--- config.mk ---
export PLATFORM = sky130hd
export DESIGN_NAME = pg_perm_check
export DESIGN_NICKNAME = d
export VERILOG_FILES = /design/src/rtl/pg_perm_pkg.sv /design/src/rtl/pg_perm_eval.sv /design/src/rtl/pg_cause_map.sv /design/src/rtl/pg_result_reg.sv /design/src/rtl/pg_perm_check.sv
export SDC_FILE = /design/constraint.sdc
export NUM_CORES = 1
export LEC_CHECK = 0
export BUFFER_PORTS_ARGS = -buffer_cell sky130_fd_sc_hd__buf_4
export CORE_MARGIN = 1
export CORE_UTILIZATION = 40
export CTS_CLUSTER_SIZE = 8
export DETAILED_ROUTE_END_ITERATION = 12
export HOLD_SLACK_MARGIN = 0.08
export PLACE_DENSITY = 0.78
export SLEW_MARGIN = 20
export SYNTH_ARGS = -nofsm -noshare
export SYNTH_HDL_FRONTEND = slang
export SYNTH_SLANG_ARGS = --single-unit
--- constraint.sdc ---
create_clock -name clk_i -period 0.8 [get_ports clk_i]
set_input_delay 0 -clock clk_i [delete_from_list [all_inputs] [get_ports clk_i]]
set_output_delay 0 -clock clk_i [all_outputs]
set_load 0.01 [all_outputs]
--- src/rtl/pg_perm_pkg.sv ---
package pg_perm_pkg;
  localparam int unsigned FLAG_W = 5;
  localparam int unsigned BIT_V  = 0;
  localparam int unsigned BIT_R  = 1;
  localparam int unsigned BIT_W  = 2;
  localparam int unsigned BIT_X  = 3;
  localparam int unsigned BIT_U  = 4;

  typedef enum logic [1:0] {
    ACC_FETCH = 2'd0,
    ACC_LOAD  = 2'd1,
    ACC_STORE = 2'd2,
    ACC_ALT   = 2'd3   // handled as load
  } acc_e;

  localparam logic [1:0] PRIV_S = 2'd1;

  localparam int unsigned CAUSE_FETCH = 12;
  localparam int unsigned CAUSE_LOAD  = 13;
  localparam int unsigned CAUSE_STORE = 15;
endpackage

--- src/rtl/pg_perm_eval.sv ---
module pg_perm_eval
  import pg_perm_pkg::*;
(
  input  logic [FLAG_W-1:0] flags_i,
  input  logic              found_i,
  input  logic [1:0]        access_i,
  input  logic [1:0]        priv_i,
  input  logic              mxr_i,
  input  logic              sum_i,
  output logic              fault_o
);
  logic perm_ok;
  logic user_block;

  always_comb begin
    case (access_i)
      ACC_FETCH: perm_ok = flags_i[BIT_X];
      ACC_STORE: perm_ok = flags_i[BIT_W];
      default:   perm_ok = flags_i[BIT_R] | (mxr_i & flags_i[BIT_X]);
    endcase
  end

  assign user_block = (priv_i == PRIV_S) & ~sum_i & flags_i[BIT_U];
  assign fault_o    = ~found_i | ~flags_i[BIT_V] | ~perm_ok | user_block;
endmodule

--- src/rtl/pg_cause_map.sv ---
module pg_cause_map
  import pg_perm_pkg::*;
#(
  parameter int unsigned CAUSE_W = 8
) (
  input  logic [1:0]         access_i,
  output logic [CAUSE_W-1:0] cause_o
);
  always_comb begin
    case (access_i)
      ACC_FETCH: cause_o = CAUSE_W'(CAUSE_FETCH);
      ACC_STORE: cause_o = CAUSE_W'(CAUSE_STORE);
      default:   cause_o = CAUSE_W'(CAUSE_LOAD);
    endcase
  end
endmodule

--- src/rtl/pg_result_reg.sv ---
module pg_result_reg #(
  parameter int unsigned CAUSE_W = 8,
  parameter int unsigned VA_W    = 32
) (
  input  logic               clk_i,
  input  logic               rst_ni,
  input  logic               valid_i,
  input  logic               fault_i,
  input  logic [CAUSE_W-1:0] cause_i,
  input  logic [VA_W-1:0]    vaddr_i,
  output logic               valid_o,
  output logic               fault_o,
  output logic [CAUSE_W-1:0] cause_o,
  output logic [VA_W-1:0]    tval_o
);
  logic hit;
  assign hit = valid_i & fault_i;

  always_ff @(posedge clk_i or negedge rst_ni) begin
    if (!rst_ni) begin
      valid_o <= 1'b0;
      fault_o <= 1'b0;
      cause_o <= '0;
      tval_o  <= '0;
    end else begin
      valid_o <= valid_i;
      fault_o <= hit;
      cause_o <= hit ? cause_i : '0;
      tval_o  <= hit ? vaddr_i : '0;
    end
  end

  AST_QUIET_PASS: assert property (@(posedge clk_i) disable iff (!rst_ni)
    !fault_o |-> (cause_o == '0 && tval_o == '0));
  AST_FAULT_NEEDS_VALID: assert property (@(posedge clk_i) disable iff (!rst_ni)
    fault_o |-> valid_o);
endmodule

--- src/rtl/pg_perm_check.sv ---
module pg_perm_check
  import pg_perm_pkg::*;
#(
  parameter int unsigned VA_W    = 32,
  parameter int unsigned CAUSE_W = 8
) (
  input  logic               clk_i,
  input  logic               rst_ni,
  input  logic               valid_i,
  input  logic [VA_W-1:0]    vaddr_i,
  input  logic [4:0]         pte_flags_i,
  input  logic               pte_found_i,
  input  logic [1:0]         access_i,
  input  logic [1:0]         priv_i,
  input  logic               mxr_i,
  input  logic               sum_i,
  output logic               valid_o,
  output logic               fault_o,
  output logic [CAUSE_W-1:0] cause_o,
  output logic [VA_W-1:0]    tval_o
);
  logic               fault_c;
  logic [CAUSE_W-1:0] cause_c;

  pg_perm_eval u_eval (
    .flags_i (pte_flags_i),
    .found_i (pte_found_i),
    .access_i(access_i),
    .priv_i  (priv_i),
    .mxr_i   (mxr_i),
    .sum_i   (sum_i),
    .fault_o (fault_c)
  );

  pg_cause_map #(.CAUSE_W(CAUSE_W)) u_cause (
    .access_i(access_i),
    .cause_o (cause_c)
  );

  pg_result_reg #(.CAUSE_W(CAUSE_W), .VA_W(VA_W)) u_reg (
    .clk_i  (clk_i),
    .rst_ni (rst_ni),
    .valid_i(valid_i),
    .fault_i(fault_c),
    .cause_i(cause_c),
    .vaddr_i(vaddr_i),
    .valid_o(valid_o),
    .fault_o(fault_o),
    .cause_o(cause_o),
    .tval_o (tval_o)
  );

  AST_VALID_LATENCY: assert property (@(posedge clk_i) disable iff (!rst_ni)
    valid_i |=> valid_o);
  AST_MISSING_FAULTS: assert property (@(posedge clk_i) disable iff (!rst_ni)
    (valid_i && !pte_found_i) |=> fault_o);
  AST_INVALID_FAULTS: assert property (@(posedge clk_i) disable iff (!rst_ni)
    (valid_i && !pte_flags_i[BIT_V]) |=> fault_o);
  AST_TVAL_ADDR: assert property (@(posedge clk_i) disable iff (!rst_ni)
    valid_i |=> (!fault_o || tval_o == $past(vaddr_i)));
  AST_CAUSE_LEGAL: assert property (@(posedge clk_i) disable iff (!rst_ni)
    fault_o |-> (cause_o == CAUSE_W'(CAUSE_FETCH) || cause_o == CAUSE_W'(CAUSE_LOAD)
                 || cause_o == CAUSE_W'(CAUSE_STORE)));
endmodule

Word-level counts from Yosys, hierarchy flattened. Cells that the tools add are included.

Register bits after elaboration: 42. Input port bits: 47. Output and inout port bits: 42.

Equality and inequality tests: 2. Muxes and demuxes: 4. Bitwise gates (word level): 12. Reductions and logical operators: 1.

Operators by type and width (number): two-way mux 32 bit (1); bitwise AND 1 bit (4); two-way mux 4 bit (1); inverter 1 bit (4); OR 1 bit (4); one-hot mux 2 bit (2 select lines) (1); == test 2 x 1 -> 1 bit (second input constant) (1); == test 2 bit (second input constant) (1); logical NOT 2 bit (1); one-hot mux 1 bit (2 select lines) (1).

Longest topological paths before layout. Gate-level depths: netlist of the first run.

Depth after elaboration: 8. Mapped depth: 5. Mapped depth without buffers: 4.

By module. Synthesis of the first run repeated with hierarchy kept, for this count alone.

Cell total of the unflattened synthesis: 106. Area, all modules: 1455.1 um^2.

By module, submodules not included: pg_result_reg (instances 1, cells an instance 91, area an instance 1347.5 um^2); pg_cause_map (instances 1, cells an instance 10, area an instance 65.1 um^2); pg_perm_eval (instances 1, cells an instance 5, area an instance 42.5 um^2).

Worst setup path after synthesis of the first run. No wires, ideal clock.

Path type: input to register. From: input mxr_i. To: register u_reg.tval_o[22]. Library setup time: 0.066 ns. Data arrival time: 0.764 ns. Data required time: 0.734 ns. Setup slack: -0.029 ns. Stages on the path: 5. Buffers on the path: 1. Cells stage by stage: and2_0 > o21a_1 > o21ai_4 > buf_6 > and2_1.

Longest elaborated chain between the ends: 8.

Ends and longest elaborated chain: start: declaration (line pg_perm_check.sv:15) `input logic mxr_i,`; bitwise AND 1 bit (line pg_perm_eval.sv:19) `default: perm_ok = flags_i[BIT_R] | (mxr_i & flags_i[BIT_X]);`; OR 1 bit (line pg_perm_eval.sv:19); one-hot mux 1 bit (2 select lines) (line pg_perm_eval.sv:16) `case (access_i)`; inverter 1 bit (line pg_perm_eval.sv:24) `assign fault_o = ~found_i | ~flags_i[BIT_V] | ~perm_ok | user_block;`; OR 1 bit (2 in series) (line pg_perm_eval.sv:24); bitwise AND 1 bit (line pg_result_reg.sv:17) `assign hit = valid_i & fault_i;`; via u_reg.hit (line pg_result_reg.sv:16) `logic hit;`; two-way mux 32 bit (line pg_result_reg.sv:29) `tval_o <= hit ? vaddr_i : '0;`; end signal: assignment (line pg_result_reg.sv:29); end: declaration (line pg_result_reg.sv:14) `output logic [VA_W-1:0] tval_o`.

The timed path passes the listed nets, and every way through them passes these cells.

==> results by group, run 1 <==
Timing
  – Fmax: 1130 MHz
  – Final hold violation count: 0
  – Fin worst setup slack: -0.0824 ns
  – Min Tclk post-route: slightly below 0.9 ns
  – RSZ-0062 raised after global routing: yes
  – Final Slew Violations: 0
  – Final worst path period share: 110%
  – Final setup violation count: 38

Route
  – Final antenna-violating net count: 0
  – Routed wire length: 3900 um
  – WL per Instance: 15.0 um
  – First-iteration detailed-routing DRC count: 28
  – DRC violations left: 0
  – Vias/cell: 4.45
  – Routed vias: ~1.2k
  – DRT Pass-1 Iters: 4

Layout
  – Synthesis-to-finish area growth: 95.5%
  – Fillers: 174
  – Reg area: approximately 900 um^2
  – Footprint of the multi-input gates: 298 um^2
  – Share of cells above drive strength 1: 44.0%
  – Diode count: 0
  – Final nets: between 200 and 300
  – Post-route cell area: 2470 um^2

Setup path
  – Worst Setup End Kind: output port
  – Critical path origin: u_reg.cause_o[2]$_DFF_PN0_
  – Largest fanout on the critical path: 3
  – Worst Path Buf+Inv: 1
  – Crit path required time: ~0.80 ns
  – Slowest library cell on the worst path: dfrtp_1
  – CP top delay family: flip-flops
  – Startpoint types: flop
  – WP data arrival: a little under 0.9 ns
  – Critical path type: flop to output port
  – CP Cell Sequence: buf_4
  – Crit path largest cell delay: between 0.4 and 0.5 ns
  – Crit path depth: 1

Placed design
  – Final RePlAce weighted congestion: between 0.6 and 0.7
  – Post-DP HPWL: between 2000 and 2500 um
  – Placed Area: roughly 1900 um^2
  – IO Port Bufs: 84

Synth
  – YS warnings: 0
  – Cell Area, Synth: about 1300 um^2
  – Synth unique cells: 15
  – Post-synthesis sequential area ratio: 71.1%
  – Syn Area/Cell: around 14 um^2
  – Area leader, netlist: dfrtp_1
  – Synth area leaders: dfrtp_1 71%, and2_1 16%, buf_4 3.6%, buf_6 2.7%, o21ai_4 1.3%
  – Post-synth top cells: 36 x dfrtp_1, 32 x and2_1, 6 x buf_4, 3 x buf_6, 3 x nand2_1
  – Post-synth EDFFs: 0
  – Cell with the most instances after synthesis: dfrtp_1
  – Ys flop type: dfrtp_1
  – Asr flop ratio synth: 100%
  – Post-synth top area share: a little under three quarters
  – Cells after Synth: 90
  – Synthesis-stage register bit count: 36

Pwr
  – Pwr Density: approximately 1500 nW/um^2
  – Overall power: about 3.8 mW
  – Static leakage: between 1 and 1.5 nW
  – VDD IR max: between 1 and 1.5 mV

Floorplan
  – Die Ht: between 50 and 60 um
  – Die extent in x: between 50 and 60 um
  – Core area: between 3000 and 4000 um^2
  – Die area: ~3400 um^2
  – Starting Density: a little over two fifths
  – Rows: 20
  – I/O pins: 89

Global routing
  – Total Routing Usage GR: 24.5%
  – Largest net degree at the start of global routing: 37
  – Grt ovf: 0
  – First-pass GRT wire length: between 5000 and 6000 um
  – Number of global-route vias before repair: around 1.3k
  – Antenna violations before repair: 0

Hold path
  – Hold crit path type: input port to flop
  – Hold Path Origin: valid_i
  – WHS Path Cells: 4
  – Worst hold endpoint: u_reg.cause_o[1]$_DFF_PN0_

Clock network
  – Setup bufs post-CTS: 0
  – TritonCTS buffer count: 5
  – Clock slew seen by the registers of the worst setup and hold paths: 0.10 ns
  – H-tree depth: 2
  – Root Buffer: clkbuf_4
  – CTS Buffer Depth: 2
  – CTS tree: yes
  – # clock sinks: 36

Run status
  – Status: finished with violations
  – Violated checks: negative setup slack

Run
  – Max cap viols: 0
-- layout make-up --
class / instances / area share [%]
clock buffers: 6 / 1.67
clock inverters: 1 / 0.202
multi-input cells: 48 / 12.0
flip-flops and latches: 36 / 36.4
well taps: 44 / 2.22
repair buffers: 125 / 47.5
-- stage by stage --
step	hold slack (ns)	setup TNS, ns	cells	setup WS (ns)	util (%)
6_report	0.150	-1.00	260	-0.0824	81.7
5_1_grt	0.162	-2.92	260	-0.137	81.7
4_1_cts	0.127	-1.72	260	-0.0835	81.7
3_5_place_dp	-0.0270	-6.21	216	-0.216	63.6
3_3_place_gp	-0.0410	-5.40	216	-0.174	63.6
2_1_floorplan	-0.296	-0.826	93	-0.0291	-
-- power breakdown --
group | switching [mW] | leakage, nW | internal (mW)
combinational | 0.342 | 0.757 | 0.620
clock | 0.522 | 0.0281 | 0.324
sequential | 0.0737 | 0.458 | 1.95
-- logic make-up after synthesis --
logic type | count (synthesis) | share of synthesized area, %
AO/OA/AOI/OAI | 4 | 2.87
buffers and inverters | 9 | 6.22
flip-flops | 36 | 71.1
other | 1 | 0.296
AND/OR/NAND/NOR | 40 | 19.5
-- per-layer routing --
| metal | GRT usage, % | vias to the layer above | share of wire [%] |
|---|---|---|---|
| met4 | 12.9 | 0 | 3.2 |
| met2 | 47.5 | 69 | 58 |
| met3 | 6.47 | 10 | 5.8 |
| met1 | 23.2 | 557 | 33 |
| met5 | 0 | - | 0 |
| li1 | - | 520 | - |
-- repair_timing --
action                                 4_1_cts  5_1_grt
setup endpoints to repair                   38       38
resized for setup                           35        0
hold buffers                                37        0
pin swaps                                    0        0
gates cloned                                 0        0
endpoints found under the hold margin       71        0
-- flip-flops by register name (all words and copies together) (netlist names) --
signal	count
u_reg.tval_o	32
u_reg.valid_o	1
u_reg.cause_o	3
-- worst max-delay path by stage --
stage,endpoint,slack (ns)
final,cause_o[3],-0.08
after global routing,cause_o[2],-0.14
after CTS,cause_o[2],-0.08
after detailed placement,u_reg.cause_o[0]$_DFF_PN0_,-0.22
after global placement,u_reg.cause_o[0]$_DFF_PN0_,-0.17
after floorplan,u_reg.tval_o[22]$_DFF_PN0_,-0.03
-- placed cells by master, fill, tap and decap left out, drive strengths merged --
cell / netlist / layout
clkinv: 0 / 1
nand2: 3 / 3
and2: 33 / 33
dlygate4sd3: 0 / 37
dfrtp: 36 / 36
o21ai: 2 / 2
conb: 1 / 4
o21a: 1 / 1
o211ai: 1 / 1
nor4bb: 1 / 1
clkbuf: 0 / 6
and3b: 1 / 1
nor2: 1 / 1
nor2b: 1 / 1
buf: 9 / 88
Note: power is estimated with default switching activity, not from simulation.
==> inputs of run 2 (changes only) <==
--- a/config.mk
+++ b/config.mk
@@ -5,13 +5,14 @@
 export SDC_FILE = /design/constraint.sdc
 export NUM_CORES = 1
 export LEC_CHECK = 0
+export ABC_AREA = 1
 export BUFFER_PORTS_ARGS = -buffer_cell sky130_fd_sc_hd__buf_4
 export CORE_MARGIN = 1
-export CORE_UTILIZATION = 40
+export CORE_UTILIZATION = 41
 export CTS_CLUSTER_SIZE = 8
 export DETAILED_ROUTE_END_ITERATION = 12
 export HOLD_SLACK_MARGIN = 0.08
-export PLACE_DENSITY = 0.78
+export PLACE_DENSITY = 0.79
 export SLEW_MARGIN = 20
 export SYNTH_ARGS = -nofsm -noshare
 export SYNTH_HDL_FRONTEND = slang
==> results by group, run 2 <==
Timing
  – Min Tclk post-route: 0.908 ns (+0.0255 ns)
  – Fin worst setup slack: -0.108 ns (-0.0255 ns)
  – Final Slew Violations: 0 (unchanged)
  – RSZ-0062 raised after global routing: yes
  – Final hold violation count: 0 (unchanged)
  – TNS Setup: -2.20 ns (-1.19 ns)
  – Hold_ws: 0.119 ns (-0.0309 ns)
  – Final worst path period share: 113% (+3.2 points)
  – Fmax: 1100 MHz (-2.8%)
  – Final setup violation count: 38 (unchanged)

Layout
  – Diode count: 0 (unchanged)
  – Post-route cell area: 2570 um^2 (+3.9%)
  – Synthesis-to-finish area growth: 92.1%
  – Most frequent cells in the layout: 52 x buf_4, 40 x inv_1, 36 x dlygate4sd3_1, 36 x dfrtp_1, 35 x buf_6
  – Largest registers: u_reg.tval_o x32, u_reg.cause_o x3, u_reg.valid_o x1
  – Top reg by flops: u_reg.tval_o
  – Core Util, Final: 83.5% (+1.8 points)
  – Fillers: 172 (-1.1%)
  – Max reg flops: 32 (unchanged)
  – Share of cells above drive strength 1: 38.6% (-5.4 points)
  – Commonest non-fill, non-tap cell in the layout: buf_4
  – Final nets: 305 (+16%)

Pwr
  – Pwr Density: 1600 nW/um^2 (+3.2%)
  – Static leakage: 1.47 nW (+18%)
  – VDD IR max: 1.21 mV (+15%)
  – Overall power: 4.11 mW (+7.2%)

Synth
  – Cell with the most instances after synthesis: inv_1
  – YS warnings: 0 (unchanged)
  – Syn Area/Cell: 10.1 um^2 (-28%)
  – Area leader, netlist: dfrtp_1
  – Post-synth EDFFs: 0 (unchanged)
  – Ys flop type: dfrtp_1
  – Post-synth top cells: 40 x inv_1, 36 x dfrtp_1, 34 x nor2_1, 7 x nand2_1, 6 x buf_4
  – Cells after Synth: 133 (+48%)
  – Cell Area, Synth: 1340 um^2 (+5.7%)
  – Post-synthesis sequential area ratio: 67.3% (-3.9 points)
  – Asr flop ratio synth: 100% (unchanged)
  – Synth area leaders: dfrtp_1 67%, inv_1 11%, nor2_1 9.5%, buf_4 3.4%, buf_6 2.5%
  – Synthesis-stage register bit count: 36 (unchanged)
  – Synth unique cells: 11 (-4)
  – Post-synth top area share: 67.3% (-3.9 points)

Floorplan
  – Starting Density: 43.5% (+1.7 points)
  – Rows: 20 (unchanged)
  – Die area: 3500 um^2 (+3.0%)
  – Die extent in x: 59.1 um (+1.5%)
  – Core area: 3080 um^2 (+1.7%)
  – Die Ht: 59.1 um (+1.5%)
  – I/O pins: 89 (unchanged)

Run status
  – Violated checks: negative setup slack
  – Status: finished with violations

Placed design
  – Final RePlAce weighted congestion: 0.766 (+13%)
  – Post-DP HPWL: 2050 um (+1.2%)
  – Placed Area: 2000 um^2 (+3.8%)
  – IO Port Bufs: 84 (unchanged)

Route
  – Final antenna-violating net count: 0 (unchanged)
  – Vias/cell: 4.21 (-5.2%)
  – DRT Pass-1 Iters: 4 (unchanged)
  – Routed vias: 1277 (+10%)
  – First-iteration detailed-routing DRC count: 28 (unchanged)
  – DRC violations left: 0 (unchanged)
  – Routed wire length: 3850 um (-1.3%)
  – WL per Instance: 12.7 um (-15%)

Global routing
  – Total Routing Usage GR: 25.5% (+0.93 points)
  – Antenna violations before repair: 0 (unchanged)
  – Grt ovf: 0 (unchanged)
  – Number of global-route vias before repair: 1358 (+7.8%)
  – First-pass GRT wire length: 6120 um (+5.5%)
  – Largest net degree at the start of global routing: 37 (unchanged)

Setup path
  – Slowest library cell on the worst path: dfrtp_1
  – Largest fanout on the critical path: 3 (unchanged)
  – Startpoint types: flop
  – WP data arrival: 0.91 ns (+0.03 ns)
  – Critical path type: flop to output port
  – Crit path largest cell delay: 0.41 ns (about the same)
  – Crit path required time: 0.80 ns (about the same)
  – Worst Setup End Kind: output port
  – CP top delay family: flip-flops
  – CP Cell Sequence: buf_4
  – Worst Path Buf+Inv: 1 (unchanged)

Clock network
  – H-tree depth: 2 (unchanged)
  – CTS tree: yes
  – Setup bufs post-CTS: 0 (unchanged)
  – Root Buffer: clkbuf_4
  – # clock sinks: 36 (unchanged)
  – TritonCTS buffer count: 5 (unchanged)
  – Clock slew seen by the registers of the worst setup and hold paths: 0.12 ns (+0.02 ns)
  – CTS Buffer Depth: 2 (unchanged)

Run
  – Max cap viols: 0 (unchanged)

Hold path
  – Hold crit path type: input port to async pin
run 2: cell types whose count changed in the layout (fill, tap and decap cells not counted), moves of 2 or more:
| cell | delta |
|---|---|
| nand2_1 | +4 |
| nand3_1 | +2 |
| inv_1 | +40 |
| and2_1 | -32 |
| nor2_1 | +33 |
| nor2_2 | +2 |
run 2: what timing repair did:
item / 4_1_cts / 5_1_grt
hold buffers: 36 / 0
resized for setup: 35 / 0
setup endpoints to repair: 38 / 38
hold endpoints to repair: 71 / 0
run 2: through the flow:
step                cells  setup WS [ns]
finish                303         -0.108
floorplan             136         0.0643
CTS                   303         -0.115
global placement      259        -0.0483
global route          303         -0.158
detailed placement    259        -0.0922
run 2: power by group:
| group | switching, mW | total (mW) | internal, mW | leakage, nW |
|---|---|---|---|---|
| sequential | 0.0531 | 1.98 | 1.92 | 0.468 |
| clock | 0.628 | 1.28 | 0.651 | 0.0412 |
| combinational | 0.330 | 0.855 | 0.525 | 0.957 |
run 2: how the worst max path moves through the flow:
| stage | from | endpoint | slack (ns) | cells after the start |
|---|---|---|---|---|
| final | u_reg.cause_o[2]$_DFF_PN0_ | fault_o | -0.11 | 1 |
| after CTS | u_reg.cause_o[2]$_DFF_PN0_ | fault_o | -0.11 | 1 |
| after global placement | pte_flags_i[4] | u_reg.tval_o[1]$_DFF_PN0_ | -0.05 | 8 |
| after global routing | u_reg.cause_o[2]$_DFF_PN0_ | fault_o | -0.16 | 1 |
| after floorplan | pte_flags_i[4] | u_reg.tval_o[14]$_DFF_PN0_ | 0.06 | 7 |
| after detailed placement | access_i[1] | u_reg.tval_o[9]$_DFF_PN0_ | -0.09 | 7 |
run 2: cell type report:
| class | count | area (um^2) | share of cell area [%] |
|---|---|---|---|
| clock inverters | 3 | 42.5 | 1.65 |
| flip-flops and latches | 36 | 901 | 35.0 |
| inverters | 40 | 150 | 5.84 |
| repair buffers | 124 | 1160 | 45.3 |
| multi-input cells | 51 | 220 | 8.56 |
| well taps | 44 | 55.1 | 2.14 |
| clock buffers | 5 | 37.5 | 1.46 |
run 2: per-layer routing:
layer	GRT usage [%]	wire length (um)	up-vias	share of wire, %
met3	8.52	235	20	6.1
met2	46.3	2090	66	54
met5	0	0	-	0
met4	18.0	190	0	4.9
li1	-	-	600	-
met1	23.6	1340	591	35
run 2: kinds of logic (layout without fill, tap and decap cells):
family | count (synthesis) | count (layout) | synth area share, %
buffers and inverters | 49 | 172 | 17.1
AND/OR/NAND/NOR | 46 | 46 | 13.9
flip-flops | 36 | 36 | 67.3
other | 1 | 4 | 0.280
AO/OA/AOI/OAI | 1 | 1 | 1.40
==> inputs of run 3 (changes only) <==
--- a/config.mk
+++ b/config.mk
@@ -8,11 +8,10 @@
 export ABC_AREA = 1
 export BUFFER_PORTS_ARGS = -buffer_cell sky130_fd_sc_hd__buf_4
 export CORE_MARGIN = 1
-export CORE_UTILIZATION = 41
+export CORE_UTILIZATION = 30
 export CTS_CLUSTER_SIZE = 8
 export DETAILED_ROUTE_END_ITERATION = 12
 export HOLD_SLACK_MARGIN = 0.08
-export PLACE_DENSITY = 0.79
 export SLEW_MARGIN = 20
 export SYNTH_ARGS = -nofsm -noshare
 export SYNTH_HDL_FRONTEND = slang
==> constraint.sdc (replaced) <==
create_clock -name clk_i -period 1.1 [get_ports clk_i]
set_input_delay 0 -clock clk_i [delete_from_list [all_inputs] [get_ports clk_i]]
set_output_delay 0 -clock clk_i [all_outputs]
set_load 0.01 [all_outputs]
==> results by group, run 3 (same netlist as run 2, synthesis figures left out) <==
Run status
  – Status: completed

Placed design
  – Dpl ws: 0.196 ns (+0.289 ns)
  – IO Port Bufs: 84 (unchanged)
  – Post-DP HPWL: 1960 um (-4.1%)
  – Placed Area: 1980 um^2 (-0.75%)
  – Cell total after placement: 262 (+1.2%)
  – Final RePlAce weighted congestion: 0.609 (-20%)

Floorplan
  – Starting Density: 32.3% (-11 points)
  – Die Ht: 68.8 um (+16%)
  – Die extent in x: 68.8 um (+16%)
  – Core area: 4140 um^2 (+35%)
  – Die area: 4730 um^2 (+35%)
  – Rows: 23 (+15%)
  – I/O pins: 89 (unchanged)

Pwr
  – Pwr Density: 1170 nW/um^2 (-27%)
  – VDD IR max: 0.685 mV (-44%)
  – Static leakage: 1.42 nW (-3.3%)
  – Overall power: 2.84 mW (-31%)

Global routing
  – Number of global-route vias before repair: 1135 (-16%)
  – Total Routing Usage GR: 14.4% (-11 points)
  – Grt ovf: 0 (unchanged)
  – Largest net degree at the start of global routing: 37 (unchanged)
  – First-pass GRT wire length: 4710 um (-23%)
  – Antenna violations before repair: 0 (unchanged)

Timing
  – Final setup violation count: 0 (-100%)
  – Fin worst setup slack: 0.162 ns (+0.270 ns)
  – Fmax: around 1100 MHz
  – Hold_ws: 0.160 ns (+0.0412 ns)
  – Final Slew Violations: 0 (unchanged)
  – Final worst path period share: a little under nine tenths
  – Min Tclk post-route: ~0.94 ns
  – RSZ-0062 raised after global routing: no
  – TNS Setup: 0 ns (+2.20 ns)
  – Final hold violation count: 0 (unchanged)

Run
  – Max cap viols: 0 (unchanged)

Layout
  – Share of cells above drive strength 1: 37.3% (-1.4 points)
  – Commonest non-fill, non-tap cell in the layout: buf_4
  – Max reg flops: 32 (unchanged)
  – Footprint of the multi-input gates: 220 um^2 (unchanged)
  – Final nets: 302 (-0.98%)
  – Reg area: 901 um^2 (unchanged)
  – Synthesis-to-finish area growth: 80.9%
  – Largest registers: u_reg.tval_o x32, u_reg.cause_o x3, u_reg.valid_o x1
  – Diode count: 0 (unchanged)
  – Core Util, Final: 58.5% (-25 points)
  – Final Non-Filler Cells: 305 (+0.66%)
  – Fillers: 371 (+120%)
  – Most frequent cells in the layout: 84 x buf_4, 40 x inv_1, 36 x dlygate4sd3_1, 36 x dfrtp_1, 34 x nor2_1
  – Post-route cell area: 2420 um^2 (-5.8%)
  – Top reg by flops: u_reg.tval_o

Clock network
  – CTS Buffer Depth: 2 (unchanged)
  – PostCTS Resize Cnt: 0 (-100%)
  – Root Buffer: clkbuf_8
  – CTS tree: yes
  – Clock slew seen by the registers of the worst setup and hold paths: 0.07 ns (-0.05 ns)
  – TritonCTS buffer count: 5 (unchanged)
  – H-tree depth: 2 (unchanged)
  – # clock sinks: 36 (unchanged)

Setup path
  – Startpoint types: input port
  – CP Cell Sequence: dlygate4sd3_1 -> buf_4 -> inv_1 -> o21bai_4 -> buf_12 -> nor2_1
  – WP data arrival: 1.11 ns (+0.20 ns)
  – Worst Setup End Kind: flop
  – Largest fanout on the critical path: 34 (+31)
  – Crit path required time: 1.27 ns (+0.47 ns)
  – Critical path type: input port to flop
  – Crit path largest cell delay: 0.53 ns (+0.12 ns)
  – Slowest library cell on the worst path: dlygate4sd3_1

Route
  – Vias/cell: 3.88 (-8.0%)
  – WL per Instance: 10.5 um (-18%)
  – Routed vias: 1183 (-7.4%)
  – DRT Pass-1 Iters: 4 (unchanged)
  – Final antenna-violating net count: 0 (unchanged)
  – Routed wire length: 3190 um (-17%)
  – First-iteration detailed-routing DRC count: 80 (+190%)
  – DRC violations left: 0 (unchanged)

Hold path
  – WHS Path Cells: 5
  – Hold crit path type: input port to flop
run 3: path summary, 6_finish.rpt:
kind	from	endpoint	slack [ns]
max	valid_i	u_reg.cause_o[1]$_DFF_PN0_	0.16
min	access_i[0]	u_reg.tval_o[28]$_DFF_PN0_	0.16
max in group asynchronous	rst_ni	u_reg.valid_o$_DFF_PN0_	0.57
min in group asynchronous	rst_ni	u_reg.tval_o[15]$_DFF_PN0_	0.22
run 3: power by group:
group / switching (mW) / internal, mW / total [mW]
clock: 0.438 / 0.430 / 0.868
combinational: 0.225 / 0.330 / 0.555
sequential: 0.0213 / 1.40 / 1.42
run 3: area by class of cell:
cell class              instances  share of cell area (%)
clock buffers                   6                    3.00
clock inverters                 1                   0.207
inverters                      40                    6.20
multi-input cells              51                    9.09
flip-flops and latches         36                    37.2
well taps                      50                    2.58
repair buffers                121                    41.7
run 3: per-layer routing:
metal / vias to the layer above / part of all wire (%) / global-route usage, %
li1: 591 / - / -
met3: 5 / 9.1 / 6.91
met4: 0 / 1.9 / 6.89
met2: 59 / 51 / 25.6
met5: - / 0 / 0
met1: 528 / 38 / 13.8
run 3: worst max-delay path: cells and delay by family:
family,cells,cell delay (ns)
AO/OA/AOI/OAI,1,0.12
buffers and inverters,4,0.91
AND/OR/NAND/NOR,1,0.06
run 3: timing repair:
item                                   in CTS  in global routing
hold buffers                               36                  0
setup buffers                               0                  0
endpoints found under the hold margin      71                  0
